==> src/rtl/sdram_chk_pkg.sv <==
package sdram_chk_pkg;

    typedef enum logic [3:0] {
        CMD_MRS   = 4'd0,
        CMD_REF   = 4'd1,
        CMD_PRE   = 4'd2,
        CMD_ACT   = 4'd3,
        CMD_WR    = 4'd4,
        CMD_RD    = 4'd5,
        CMD_BST   = 4'd6,
        CMD_NOP   = 4'd7,
        CMD_DESEL = 4'd8
    } cmd_e;

    typedef enum logic [3:0] {
        BS_IDLE      = 4'd0,
        BS_OPENING   = 4'd1,
        BS_ACTIVE    = 4'd2,
        BS_READ      = 4'd3,
        BS_WRITE     = 4'd4,
        BS_READ_AP   = 4'd5,
        BS_WRITE_AP  = 4'd6,
        BS_WR_RECOV  = 4'd7,
        BS_PRECHG    = 4'd8,
        BS_REFRESH   = 4'd9,
        BS_MODE_BUSY = 4'd10
    } bank_st_e;

    typedef enum logic [2:0] {
        VIO_NONE        = 3'd0,
        VIO_IDLE_ACCESS = 3'd1,
        VIO_ROW_OPEN    = 3'd2,
        VIO_NOT_IDLE    = 3'd3,
        VIO_BUSY        = 3'd4,
        VIO_RAS         = 3'd5,
        VIO_RRD         = 3'd6
    } vio_e;

    typedef struct packed {
        cmd_e op;
        logic ap;
    } bus_cmd_t;

    localparam int unsigned ST_W = 4;

    function automatic cmd_e decode_cmd(input logic cke, input logic cs_n,
                                        input logic ras_n, input logic cas_n,
                                        input logic we_n);
        if (!cke)
            return CMD_NOP;
        if (cs_n)
            return CMD_DESEL;
        return cmd_e'({1'b0, ras_n, cas_n, we_n});
    endfunction

    function automatic int unsigned max2(input int unsigned a, input int unsigned b);
        return (a > b) ? a : b;
    endfunction

    function automatic logic is_open(input bank_st_e s);
        return (s == BS_ACTIVE) || (s == BS_READ) || (s == BS_WRITE) || (s == BS_WR_RECOV);
    endfunction

    function automatic logic is_transient(input bank_st_e s);
        return (s == BS_OPENING) || (s == BS_READ_AP) || (s == BS_WRITE_AP) ||
               (s == BS_REFRESH) || (s == BS_MODE_BUSY);
    endfunction

endpackage

==> src/rtl/sdram_bank_tracker.sv <==
module sdram_bank_tracker
    import sdram_chk_pkg::*;
#(
    parameter int unsigned TRCD      = 3,
    parameter int unsigned TRP       = 3,
    parameter int unsigned TRAS      = 5,
    parameter int unsigned TRFC      = 8,
    parameter int unsigned TMRD      = 2,
    parameter int unsigned BURST_LEN = 4,
    parameter int unsigned TWR       = 1
) (
    input  logic     clk,
    input  logic     rst,
    input  bus_cmd_t cmd,
    input  logic     hit,
    input  logic     commit,
    input  logic     rrd_busy,
    output bank_st_e state_o,
    output vio_e     vio_o
);
    localparam int unsigned CNT_MAX = max2(max2(max2(TRCD, TRP), max2(TRFC, TMRD)),
                                           BURST_LEN + TWR);
    localparam int unsigned CNT_W   = $clog2(CNT_MAX + 1);
    localparam int unsigned RAS_W   = $clog2(TRAS + 1);

    typedef logic [CNT_W-1:0] cnt_t;

    function automatic cnt_t ld(input int unsigned n);
        return cnt_t'(n - 1);
    endfunction

    bank_st_e         st_q, st_d;
    cnt_t             cnt_q, cnt_d;
    logic [RAS_W-1:0] ras_q, ras_d;
    logic             expired;

    assign expired = (cnt_q <= cnt_t'(1));

    // Legality of the current command against this bank only
    always_comb begin
        vio_o = VIO_NONE;
        if (hit) begin
            case (cmd.op)
                CMD_MRS, CMD_REF:
                    if (st_q != BS_IDLE) vio_o = VIO_NOT_IDLE;
                CMD_ACT:
                    if (st_q == BS_IDLE)
                        vio_o = rrd_busy ? VIO_RRD : VIO_NONE;
                    else if (is_open(st_q))
                        vio_o = VIO_ROW_OPEN;
                    else
                        vio_o = VIO_BUSY;
                CMD_RD, CMD_WR:
                    if (st_q == BS_IDLE)
                        vio_o = VIO_IDLE_ACCESS;
                    else if (!is_open(st_q))
                        vio_o = VIO_BUSY;
                CMD_PRE:
                    if (is_transient(st_q) || st_q == BS_WR_RECOV)
                        vio_o = VIO_BUSY;
                    else if (is_open(st_q) && ras_q != '0)
                        vio_o = VIO_RAS;
                default: vio_o = VIO_NONE;
            endcase
        end
    end

    // Timed progression, then the accepted command on top
    always_comb begin
        st_d  = st_q;
        cnt_d = cnt_q;
        ras_d = (ras_q != '0) ? ras_q - 1'b1 : ras_q;
        if (!expired) begin
            cnt_d = cnt_q - 1'b1;
        end else begin
            case (st_q)
                BS_OPENING, BS_READ, BS_WR_RECOV: st_d = BS_ACTIVE;
                BS_PRECHG, BS_REFRESH, BS_MODE_BUSY: st_d = BS_IDLE;
                BS_WRITE: begin
                    st_d  = BS_WR_RECOV;
                    cnt_d = ld(TWR);
                end
                BS_READ_AP, BS_WRITE_AP: begin
                    st_d  = BS_PRECHG;
                    cnt_d = ld(TRP);
                end
                default: ;
            endcase
        end
        if (hit && commit) begin
            case (cmd.op)
                CMD_ACT: begin
                    st_d  = BS_OPENING;
                    cnt_d = ld(TRCD);
                    ras_d = RAS_W'(TRAS - 1);
                end
                CMD_RD: begin
                    st_d  = cmd.ap ? BS_READ_AP : BS_READ;
                    cnt_d = ld(BURST_LEN);
                end
                CMD_WR: begin
                    st_d  = cmd.ap ? BS_WRITE_AP : BS_WRITE;
                    cnt_d = cmd.ap ? ld(BURST_LEN + TWR) : ld(BURST_LEN);
                end
                CMD_PRE:
                    if (st_q == BS_ACTIVE || st_q == BS_READ || st_q == BS_WRITE) begin
                        st_d  = BS_PRECHG;
                        cnt_d = ld(TRP);
                    end
                CMD_BST:
                    if (st_q == BS_READ || st_q == BS_WRITE) st_d = BS_ACTIVE;
                CMD_REF: begin
                    st_d  = BS_REFRESH;
                    cnt_d = ld(TRFC);
                end
                CMD_MRS: begin
                    st_d  = BS_MODE_BUSY;
                    cnt_d = ld(TMRD);
                end
                default: ;
            endcase
        end
    end

    always_ff @(posedge clk) begin
        if (rst) begin
            st_q  <= BS_IDLE;
            cnt_q <= '0;
            ras_q <= '0;
        end else begin
            st_q  <= st_d;
            cnt_q <= cnt_d;
            ras_q <= ras_d;
        end
    end

    assign state_o = st_q;
endmodule

==> config.mk <==
export PLATFORM = sky130hd
export DESIGN_NAME = sdram_bank_tracker
export DESIGN_NICKNAME = d
export VERILOG_FILES = /design/src/rtl/sdram_chk_pkg.sv /design/src/rtl/sdram_bank_tracker.sv
export SDC_FILE = /design/constraint.sdc
export NUM_CORES = 1
export LEC_CHECK = 0
export BUFFER_PORTS_ARGS = -buffer_cell sky130_fd_sc_hd__buf_2
export CAP_MARGIN = 20
export CORE_MARGIN = 2
export CORE_UTILIZATION = 50
export DETAILED_ROUTE_END_ITERATION = 6
export GPL_TIMING_DRIVEN = 0
export PLACE_DENSITY = 0.86
export SYNTH_ARGS = -nofsm -noshare
export SYNTH_HDL_FRONTEND = slang
export SYNTH_SLANG_ARGS = --single-unit
==> constraint.sdc <==
create_clock -name clk -period 1.7 [get_ports clk]
set_input_delay 0.34 -clock clk [delete_from_list [all_inputs] [get_ports clk]]
set_output_delay 0.34 -clock clk [all_outputs]
set_load 0.05 [all_outputs]
# [Word level (Yosys, flattened, before mapping)]
# Index checks and enable logic that the tools add are counted.
[word_totals] word_cells=69 mem_bits_rw=0 n_memories=0 rom_bits=0 inputBits=10 latchBits=0 ff_bits=11
[op_classes] mux=27 reduce_logical=20 n_bitwise=0 eq_ne=16 div_mod_pow=0 n_lt_le_gt_ge=1 multipliers=0 add_sub_neg=2 n_shift=0
[op_table] cell="$mux W3" count=13
[op_table] cell="$eq A4 B3 Y1 const B" count=7
[op_table] cell="$mux W4" count=7
[op_table] cell="$pmux W4 S7" count=1
[op_table] cell="$pmux W4 S6" count=1
[op_table] cell="$eq A4 B2 Y1 const B" count=4
[op_table] cell="$pmux W4 S4" count=1
[op_table] cell="$eq A4 B4 Y1 const B" count=3
[op_table] cell="$pmux W3 S4" count=1
[op_table] cell="$logic_or A1 B1 Y1" count=9
[op_table] cell="$eq A4 B1 Y1 const B" count=2
[op_table] cell="$logic_not A4 Y1" count=2
[op_table] cell="$pmux W4 S2" count=1
[op_table] cell="$reduce_or A2 Y1" count=3
[op_table] cell="$reduce_or A3 Y1" count=2
[op_table] cell="$le A4 B1 Y1 const B" count=1
[op_table] cell="$mux W2" count=2
[op_table] cell="$reduce_bool A4 Y1" count=1
[op_table] cell="$sub A4 B1 Y4 const B" count=1
[op_table] cell="$reduce_bool A3 Y1" count=1
[op_table] cell="$sub A3 B1 Y3 const B" count=1
[op_table] cell="$logic_and A1 B1 Y1" count=2

# [Logic depth before layout (Yosys ltp)]
# Gate-level depths: netlist of run 1.
[depth] word_depth=9 depth_mapped=8 ltp_nobuf=8

# [Worst setup path after synthesis of run 1]
# No wires, ideal clock.
[synth_timing] path_kind="reg2out" startpoint="register st_q[2], in the netlist state_o[2]" endpoint="output vio_o[2]" t_required_ps=1360 stages_incl_launch_ff=6 path_slack_ps=-970 path_buffers=1 t_arrival_ps=2330 path_cell_list="dfxtp_1 -> buf_2 -> inv_1 -> o31a_1 -> nand3b_1 -> a31oi_1"
[synth_between] elab_chain_cells=9 elab_cells_between_ends=27 cone_classes="eq/ne (9); mux (8); reduce/logical (10)"
[synth_lines] element="from (decl)" line="sdram_bank_tracker.sv:32" source="bank_st_e st_q, st_d;"
[synth_lines] element="from (signal assigned)" line="sdram_bank_tracker.sv:131" source="st_q <= st_d;"
[synth_lines] element="$eq A4 B2 Y1 (tied with other cells)" line="sdram_chk_pkg.sv:61" source="return (s == BS_ACTIVE) || (s == BS_READ) || (s == BS_WRITE) || (s == BS_WR_RECOV);"
[synth_lines] element="$logic_or A1 B1 Y1 (on tied branches) (3 in series)" line="sdram_chk_pkg.sv:61, sdram_chk_pkg.sv:65"
[synth_lines] element="$logic_and A1 B1 Y1 or $logic_or A1 B1 Y1 (tied branches)" line="sdram_bank_tracker.sv:61, sdram_chk_pkg.sv:66"
[synth_lines] element="$mux W3 or $logic_or A1 B1 Y1 (tied branches)" line="sdram_bank_tracker.sv:61, sdram_bank_tracker.sv:59"
[synth_lines] element="$mux W3" line="sdram_bank_tracker.sv:59" source="if (is_transient(st_q) || st_q == BS_WR_RECOV)"
[synth_lines] element="$pmux W3 S4 (*)" line="sdram_bank_tracker.sv:43" source="case (cmd.op)"
[synth_lines] element="$mux W3 (*)" line="sdram_bank_tracker.sv:42" source="if (hit) begin"
[synth_lines] element="to (decl)" line="sdram_bank_tracker.sv:19" source="output vio_e vio_o"
# Every way passes the cells marked *; elsewhere a longest branch is shown, timed or not.

# [Worst setup path in the final report of run 1]
# Same ends and word-level chain as after synthesis.

==> results.yml, run 1 <==
synth:
  synth_largest_area_cell: "dfxtp_1"
  synth_top_family_by_area: "simple AND/OR/NAND/NOR gates"
  synth_edf_count: 0
  syn_inst: 148
  synthSimpleGateAreaFrac: 0.308
  ys_types: 48
  yosys.area.top_type_share: 0.203
  yosys_warnings: 0
  synthXorXnorAreaFrac: 0.0323
  synth_nets: 163
  ys_seq_elements: 11
  yosys-mux-area-fraction: 0.00922
  synthAdderAreaFrac: 0.0576
  syn_area_per_cell_um2: 7.34
  synth_top_flop_cell: "dfxtp_1"
  seq_area_frac_synth: 0.203
  ys_top_cells_by_area: "dfxtp_1 (20%), a21oi_1 (6.9%), nor2_1 (6.2%), ha_1 (5.8%), nand2_1 (4.1%)"
  synth.most_common_cell: "nor2_1"
  syn_area_um2: 1090
  synth_compound_area_frac: 0.295
  synth_common_cells: "nor2_1 (18), a21oi_1 (15), nand2_1 (12), dfxtp_1 (11), inv_1 (10)"
  async_flop_share: 0
placed_design:
  gp_congestion: 0.878
  dp_hpwl_um: 2120
  dp.cells: 191
  numPortBuffers: 16
timing:
  post-route-period-util: 1.26
  tightest_slew_ps: 552
  layout_min_cycle_time_ps: 2140
  slew_headroom: 0.629
  fin_ws_ps: -437
  finalHoldViolCount: 0
  skew_ps: 4.52
  rsz0062_at_grt: "true"
  fmax_mhz: 468
  drv_slew: 0
  setup_viol: 4
grt:
  grt_pass1_wl_um: 4970
  first_global_vias: 1151
  antenna_found_initial: 0
  grt.total_usage: 0.249
  grt_max_degree: 11
  grt_remaining_overflow: 0
run_status:
  status: "finished with violations"
  violations: "setup timing"
detailed_routing:
  ant_nets: 0
  post_drt_wl_per_cell_um: 15.3
  firstDrtPassIters: 4
  routed_wl_um: 3200
  viasPerCell: 6.07
  first_iter_violations: 34
  drc_errors: 0
  vias: 1268
clock_tree:
  h-tree-depth: 1
  ctsLongestPathBuffers: 2
  cts_tree: "yes"
  clk_latency_ps: 280
  cts_buffers: 3
  clk_pin_slew_ps: 80
  hold_buffers: 0
  cts_sinks: 11
  clock-root-buffer: "clkbuf_4"
pwr:
  power_mw: 1.45
  leakage_nw: 0.606
  power.density_nw_per_um2: 968
  ir_drop_uv: 911
die:
  coreArea_um2: 2000
  die_w_um: 50.6
  start_util: 0.543
  die_area_um2: 2560
  ios: 17
  rows: 16
  die_h_um: 50.6
critical_path:
  critPathKind: "register to output port"
  worstPathArrival_ps: 1800
  cpMostUsedCell: "buf_6"
  cp-start-kind: "register"
  ff2ff_path_depth: 7
  end_kind: "output port"
  critPathRequiredTime_ps: 1360
  path_cells: "buf_6, nor4_4, nand2_1, a21o_1, a31oi_4, buf_6"
  crit_path_max_fanout: 6
  max_stage_delay_ps: 390
  cp_slowest_cell: "nor4_4"
layout:
  area.growth.synth_to_final_pct: 37.7
  fillers: 158
  drive_gt1_frac: 0.429
  nets: 198
  fin_cells: 209
  antenna_cells: 0
worst_hold_path:
  hp-class: "input pin to register"
  whs_path_depth: 4
job:
  drv_cap: 0
[worst paths after layout]
check / startpoint / slack (ps) / to
setup reg to reg: cnt_q[1] / -40 / state_o[3]
setup / recovery: state_o[2] / -440 / vio_o[2]
hold / removal: cmd[0] / 420 / cnt_q[0]
hold reg to reg: ras_q[1] / 550 / ras_q[1]
[final cells by class]
type / instances / area, µm² / area share
Multi-Input combinational cell: 118 / 873 / 0.584
Clock buffer: 3 / 22.5 / 0.0151
Sequential cell: 11 / 238 / 0.159
Inverter: 11 / 41.3 / 0.0276
Tap cell: 27 / 33.8 / 0.0226
Clock inverter: 1 / 5.00 / 0.00335
Timing Repair Buffer: 30 / 208 / 0.139
Buffer: 8 / 73.8 / 0.0494
[worst max-delay path, delay by kind of cell, from the launching register on]
kind	cells	cell delay, ps
compound gates	2	370
simple gates	2	490
flops	1	350
buf+inv	2	310
[timing repair]
item / in CTS / in global routing
endpoints found under the setup margin: 5 / 7
setup buffers: 9 / 5
pin swaps: 12 / 8
resized for setup: 21 / 13
[state kept, by name, summed over array words and instances (netlist names)]
register / count
cnt_q: 4
state_o: 4
ras_q: 3
[power by group]
group	leakage [nW]	internal, mW	switching, mW
Combinational	0.495	0.411	0.478
Sequential	0.0940	0.314	0.0573
Clock	0.0177	0.0872	0.100
Total	0.606	0.812	0.636
[through the flow]
stage	TNS [ps]	worst slack (ps)	hold slack, ps	cell area (µm²)	utilization
after CTS	-1240	-465	414	1420	0.710
after floorplan	-280	-191	491	1140	-
final	-1220	-437	421	1500	0.747
after global routing	-1490	-500	464	1500	0.747
after detailed placement	-1140	-385	511	1260	0.628
after global placement	-1090	-418	505	1260	0.628
[cells by family (layout without fill, tap and decap cells)]
family	count (synthesis)	after routing
flops	11	11
fa+ha+maj	5	5
compound gates	47	47
xor+xnor	4	4
simple gates	61	61
buf+inv	19	53
mux	1	1
[layout by cell type (no fill, tap or decap), drive strengths merged, types with 3 or more instances in the layout]
cell / synthesis / final
buf: 6 / 36
nor2: 19 / 19
a21oi: 16 / 16
nand2: 12 / 12
inv: 11 / 11
dfxtp: 11 / 11
nor3: 7 / 7
nand3b: 5 / 5
o21ai: 5 / 5
ha: 5 / 5
nand3: 4 / 4
nand2b: 4 / 4
nor4: 4 / 4
a31oi: 4 / 4
o31ai: 4 / 4
clkbuf: 1 / 4
nor2b: 3 / 3
[per-layer routing]
| layer | GRT usage | part of all wire | vias up |
|---|---|---|---|
| li1 | - | - | 610 |
| met1 | 0.308 | 0.43 | 596 |
| met2 | 0.443 | 0.50 | 55 |
| met3 | 0.0179 | 0.055 | 7 |
| met4 | 0.0991 | 0.015 | 0 |
| met5 | 0 | 0 | - |
Note: power is estimated with default switching activity, not from simulation.
==> inputs of run 2 (changes only) <==
- REMOVE_ABC_BUFFERS: default -> 1
==> results.yml, run 2 (same netlist as run 1, synthesis figures left out) <==
run_status:
  status: "finished with violations"
  violations: "setup timing"
critical_path:
  max_stage_delay_ps: 340
  crit_path_max_fanout: 4
  end_kind: "output port"
  critPathKind: "register to output port"
  path_cells: "inv_2, ha_4, ha_4, nand2b_1, a21oi_1, a21oi_1, o221ai_1, a31oi_1, buf_4"
  cp_slowest_cell: "dfxtp_2"
  worstPathArrival_ps: 1820
  critPathRequiredTime_ps: 1360
  cp-start-kind: "register"
timing:
  layout_min_cycle_time_ps: 2160
  fmax_mhz: 463
  skew_ps: 7.38
  rsz0062_at_grt: "true"
  fin_ws_ps: -458
  tightest_slew_ps: 471
  finalHoldViolCount: 0
  drv_slew: 0
  setup_viol: 3
  post-route-period-util: 1.27
  tns_ps: -988
  slew_headroom: 0.684
die:
  start_util: 0.543
  die_area_um2: 2560
  die_h_um: 50.6
  rows: 16
  die_w_um: 50.6
  coreArea_um2: 2000
  ios: 17
detailed_routing:
  post_drt_wl_per_cell_um: 14.5
  routed_wl_um: 2940
  first_iter_violations: 49
  vias: 1250
  drc_errors: 0
  viasPerCell: 6.19
  firstDrtPassIters: 4
  ant_nets: 0
worst_hold_path:
  hp-class: "input pin to register"
pwr:
  leakage_nw: 0.582
  power_mw: 1.40
  ir_drop_uv: 850
  power.density_nw_per_um2: 994
layout:
  final_util: 0.701
  nets: 191
  final_common_cell: "nor2_1"
  fin_cells: 202
  antenna_cells: 0
  drive_gt1_frac: 0.394
  area.growth.synth_to_final_pct: 29.3
  final_cell_mix: "nor2_1 (17), buf_4 (16), buf_2 (13)"
grt:
  first_global_vias: 1069
  antenna_found_initial: 0
  grt_remaining_overflow: 0
  grt_max_degree: 16
  grt.total_usage: 0.238
  grt_pass1_wl_um: 4620
clock_tree:
  cts_sinks: 11
  cts_buffers: 3
  hold_buffers: 0
  clk_latency_ps: 280
  cts_tree: "yes"
  clock-root-buffer: "clkbuf_4"
  ctsLongestPathBuffers: 2
  h-tree-depth: 1
  clk_pin_slew_ps: 80
job:
  drv_cap: 0
placed_design:
  dp_hpwl_um: 1900
  dp.cells: 183
  gp_congestion: 0.879
  place_ws_ps: -480
  numPortBuffers: 16
run 2: cell types whose count changed in the layout (fill, tap and decap cells not counted), sizes merged:
cell and change:
dlygate4sd1 -1, clkbuf -1, buf -5
run 2: what timing repair did:
item,4_1_cts,5_1_grt
pin swaps,12,11
hold endpoints to repair,0,0
cloned,0,0
gates resized for setup,27,13
buffers inserted,11,4
endpoints found under the setup margin,7,7
run 2: through the flow:
step / hold slack [ps] / instance area (µm²)
floorplan: 409 / 1020
global placement: 500 / 1140
detailed placement: 507 / 1140
CTS: 390 / 1330
global route: 390 / 1400
finish: 386 / 1400
run 2: metal layers:
layer	part of all wire	track usage	up-vias
met5	0	0	-
met3	0.078	0.0417	9
met2	0.49	0.401	66
li1	-	-	588
met4	0.029	0.131	0
met1	0.40	0.283	587
run 2: worst paths after layout:
kind / start / end / slack (ps) / depth (start not counted)
worst min-delay path: rst / cnt_q[2] / 390 / 2
worst max-delay path: ras_q[1] / vio_o[2] / -460 / 9
worst max register to register: cnt_q[1] / state_o[3] / 50 / 7
worst min register to register: ras_q[1] / ras_q[1] / 540 / 2
run 2: cell type report:
class                      instances  area [µm²]
multi-input combinational        118         853
fill                             178         598
sequential                        11         240
timing repair buffer              31         208
inverter                          11        41.3
tap                               27        33.8
clock buffer                       3        22.5
clock inverter                     1        5.00
run 2: power breakdown:
part	leakage, nW	switching (mW)	internal (mW)
clock network	0.0177	0.0989	0.0875
registers	0.0943	0.0658	0.313
logic	0.470	0.433	0.397
total	0.582	0.597	0.798
run 2: worst max-delay path, delay by kind of cell (launching register included):
family	cells	cell delay [ps]
simple gates	1	70
compound gates	4	530
fa+ha+maj	2	330
buf+inv	2	260
flops	1	340
==> inputs of run 3 (changes only) <==
- CELL_PAD_IN_SITES_DETAIL_PLACEMENT: default -> 1
- CELL_PAD_IN_SITES_GLOBAL_PLACEMENT: default -> 1
- CORE_UTILIZATION: 50 -> 36
- PLACE_DENSITY: 0.86 -> 0.85
==> results.yml, run 3 (same netlist as run 1, synthesis figures left out) <==
run_status:
  status: "finished with violations"
  violations: "DRC, setup timing"
detailed_routing:
  routed_wl_um: 3980
  drc_errors: 1
  firstDrtPassIters: 6
  vias: 1258
  ant_nets: 0
  viasPerCell: 5.88
  first_iter_violations: 57
  post_drt_wl_per_cell_um: 18.6
timing:
  layout_min_cycle_time_ps: 2230
  fmax_mhz: 448
  slew_headroom: 0.606
  tightest_slew_ps: 586
  post-route-period-util: 1.31
  finalHoldViolCount: 0
  tns_ps: -1300
  fin_ws_ps: -531
  rsz0062_at_grt: "true"
  setup_viol: 7
  drv_slew: 0
  hold-worst-slack_ps: 401
  skew_ps: 14.9
worst_hold_path:
  hp-start: "rst"
  hp-class: "input pin to register"
  min_to: "cnt_q[2]"
  whs_path_depth: 2
pwr:
  ir_drop_uv: 568
  power.density_nw_per_um2: 1090
  leakage_nw: 0.620
  power_mw: 1.66
die:
  die_w_um: 58.9
  coreArea_um2: 2810
  die_h_um: 58.9
  rows: 19
  ios: 17
  start_util: 0.387
  die_area_um2: 3470
critical_path:
  reg2reg_from: "cnt_q[0]"
  critPathKind: "register to output port"
  end_kind: "output port"
  crit_path_max_fanout: 4
  critPathRequiredTime_ps: 1360
  ff2ff_setup_slack_ps: -50
  ff2ff_path_depth: 7
  worst_r2r_endpoint: "state_o[3]"
  crit_start: "ras_q[0]"
  worstPathArrival_ps: 1890
  cp-start-kind: "register"
placed_design:
  dp.cells: 187
  dp_hpwl_um: 2370
  gp_congestion: 0.889
  numPortBuffers: 16
  placed_area_um2: 1140
grt:
  first_global_vias: 1246
  grt.total_usage: 0.224
  antenna_found_initial: 0
  grt_pass1_wl_um: 5890
  grt_max_degree: 16
  grt_remaining_overflow: 0
layout:
  final_cell_area_um2: 1530
  nets: 199
  final_common_cell: "buf_4"
  final_cell_mix: "buf_4 (22), nor2_1 (18), buf_2 (13)"
  area.growth.synth_to_final_pct: 40.4
  drive_gt1_frac: 0.426
  antenna_cells: 0
  fin_cells: 214
clock_tree:
  cts_sinks: 11
  clk_latency_ps: 280
  h-tree-depth: 1
  cts_tree: "yes"
  cts_buffers: 3
  clock-root-buffer: "clkbuf_4"
  clk_pin_slew_ps: 90
  ctsLongestPathBuffers: 2
job:
  drv_cap: 0
run 3: cell count changes in the layout (fill, tap and decap cells not counted), moves of 2 or more:
cell,previous run,this run
ha_4,2,4
dfxtp_2,4,2
dfxtp_4,4,6
inv_2,5,3
inv_4,0,2
buf_4,16,22
nor4_2,2,0
buf_6,2,4
run 3: through the flow:
step | util | setup WS (ps)
after global placement | 0.407 | -446
after detailed placement | 0.407 | -526
after global routing | 0.544 | -640
after floorplan | - | -1000
after CTS | 0.474 | -496
final | 0.544 | -531
run 3: per-layer routing:
layer,track usage,wire length (µm),vias to the layer above
met1,0.280,1650,605
met3,0.00659,123,11
met2,0.413,2090,34
met4,0.0682,114,0
met5,0,0,-
li1,-,-,608
run 3: power by group:
part | total (mW) | internal [mW] | switching, mW
Clock | 0.192 | 0.0911 | 0.101
Combinational | 1.07 | 0.531 | 0.540
Sequential | 0.394 | 0.319 | 0.0755
run 3: worst max-delay path by stage:
stage	to	cells after the start	slack (ps)
floorplan	vio_o[2]	5	-1000
global placement	vio_o[2]	9	-450
CTS	vio_o[2]	9	-500
detailed placement	vio_o[2]	9	-530
finish	vio_o[2]	9	-530
global route	vio_o[2]	9	-640
run 3: final cells by class:
| class | instances | area [µm²] |
|---|---|---|
| Fill cell | 359 | 1280 |
| Multi-Input combinational cell | 118 | 893 |
| Timing Repair Buffer | 39 | 275 |
| Sequential cell | 11 | 245 |
| Inverter | 11 | 46.3 |
| Tap cell | 31 | 38.8 |
| Clock buffer | 4 | 26.3 |
run 3: critical path, stage by stage (launching register included):
cell	delay [ps]
dfxtp_2	350
inv_2	40
ha_4	160
ha_4	170
nand2b_1	80
a21oi_1	60
a21oi_1	170
o221ai_2	130
a31oi_1	210
buf_4	230
run 3: timing repair:
action / 4_1_cts / 5_1_grt
gates resized for setup: 27 / 24
buffers inserted: 11 / 13
pin swaps: 12 / 16
endpoints found under the setup margin: 8 / 7
hold buffers: 0 / 0
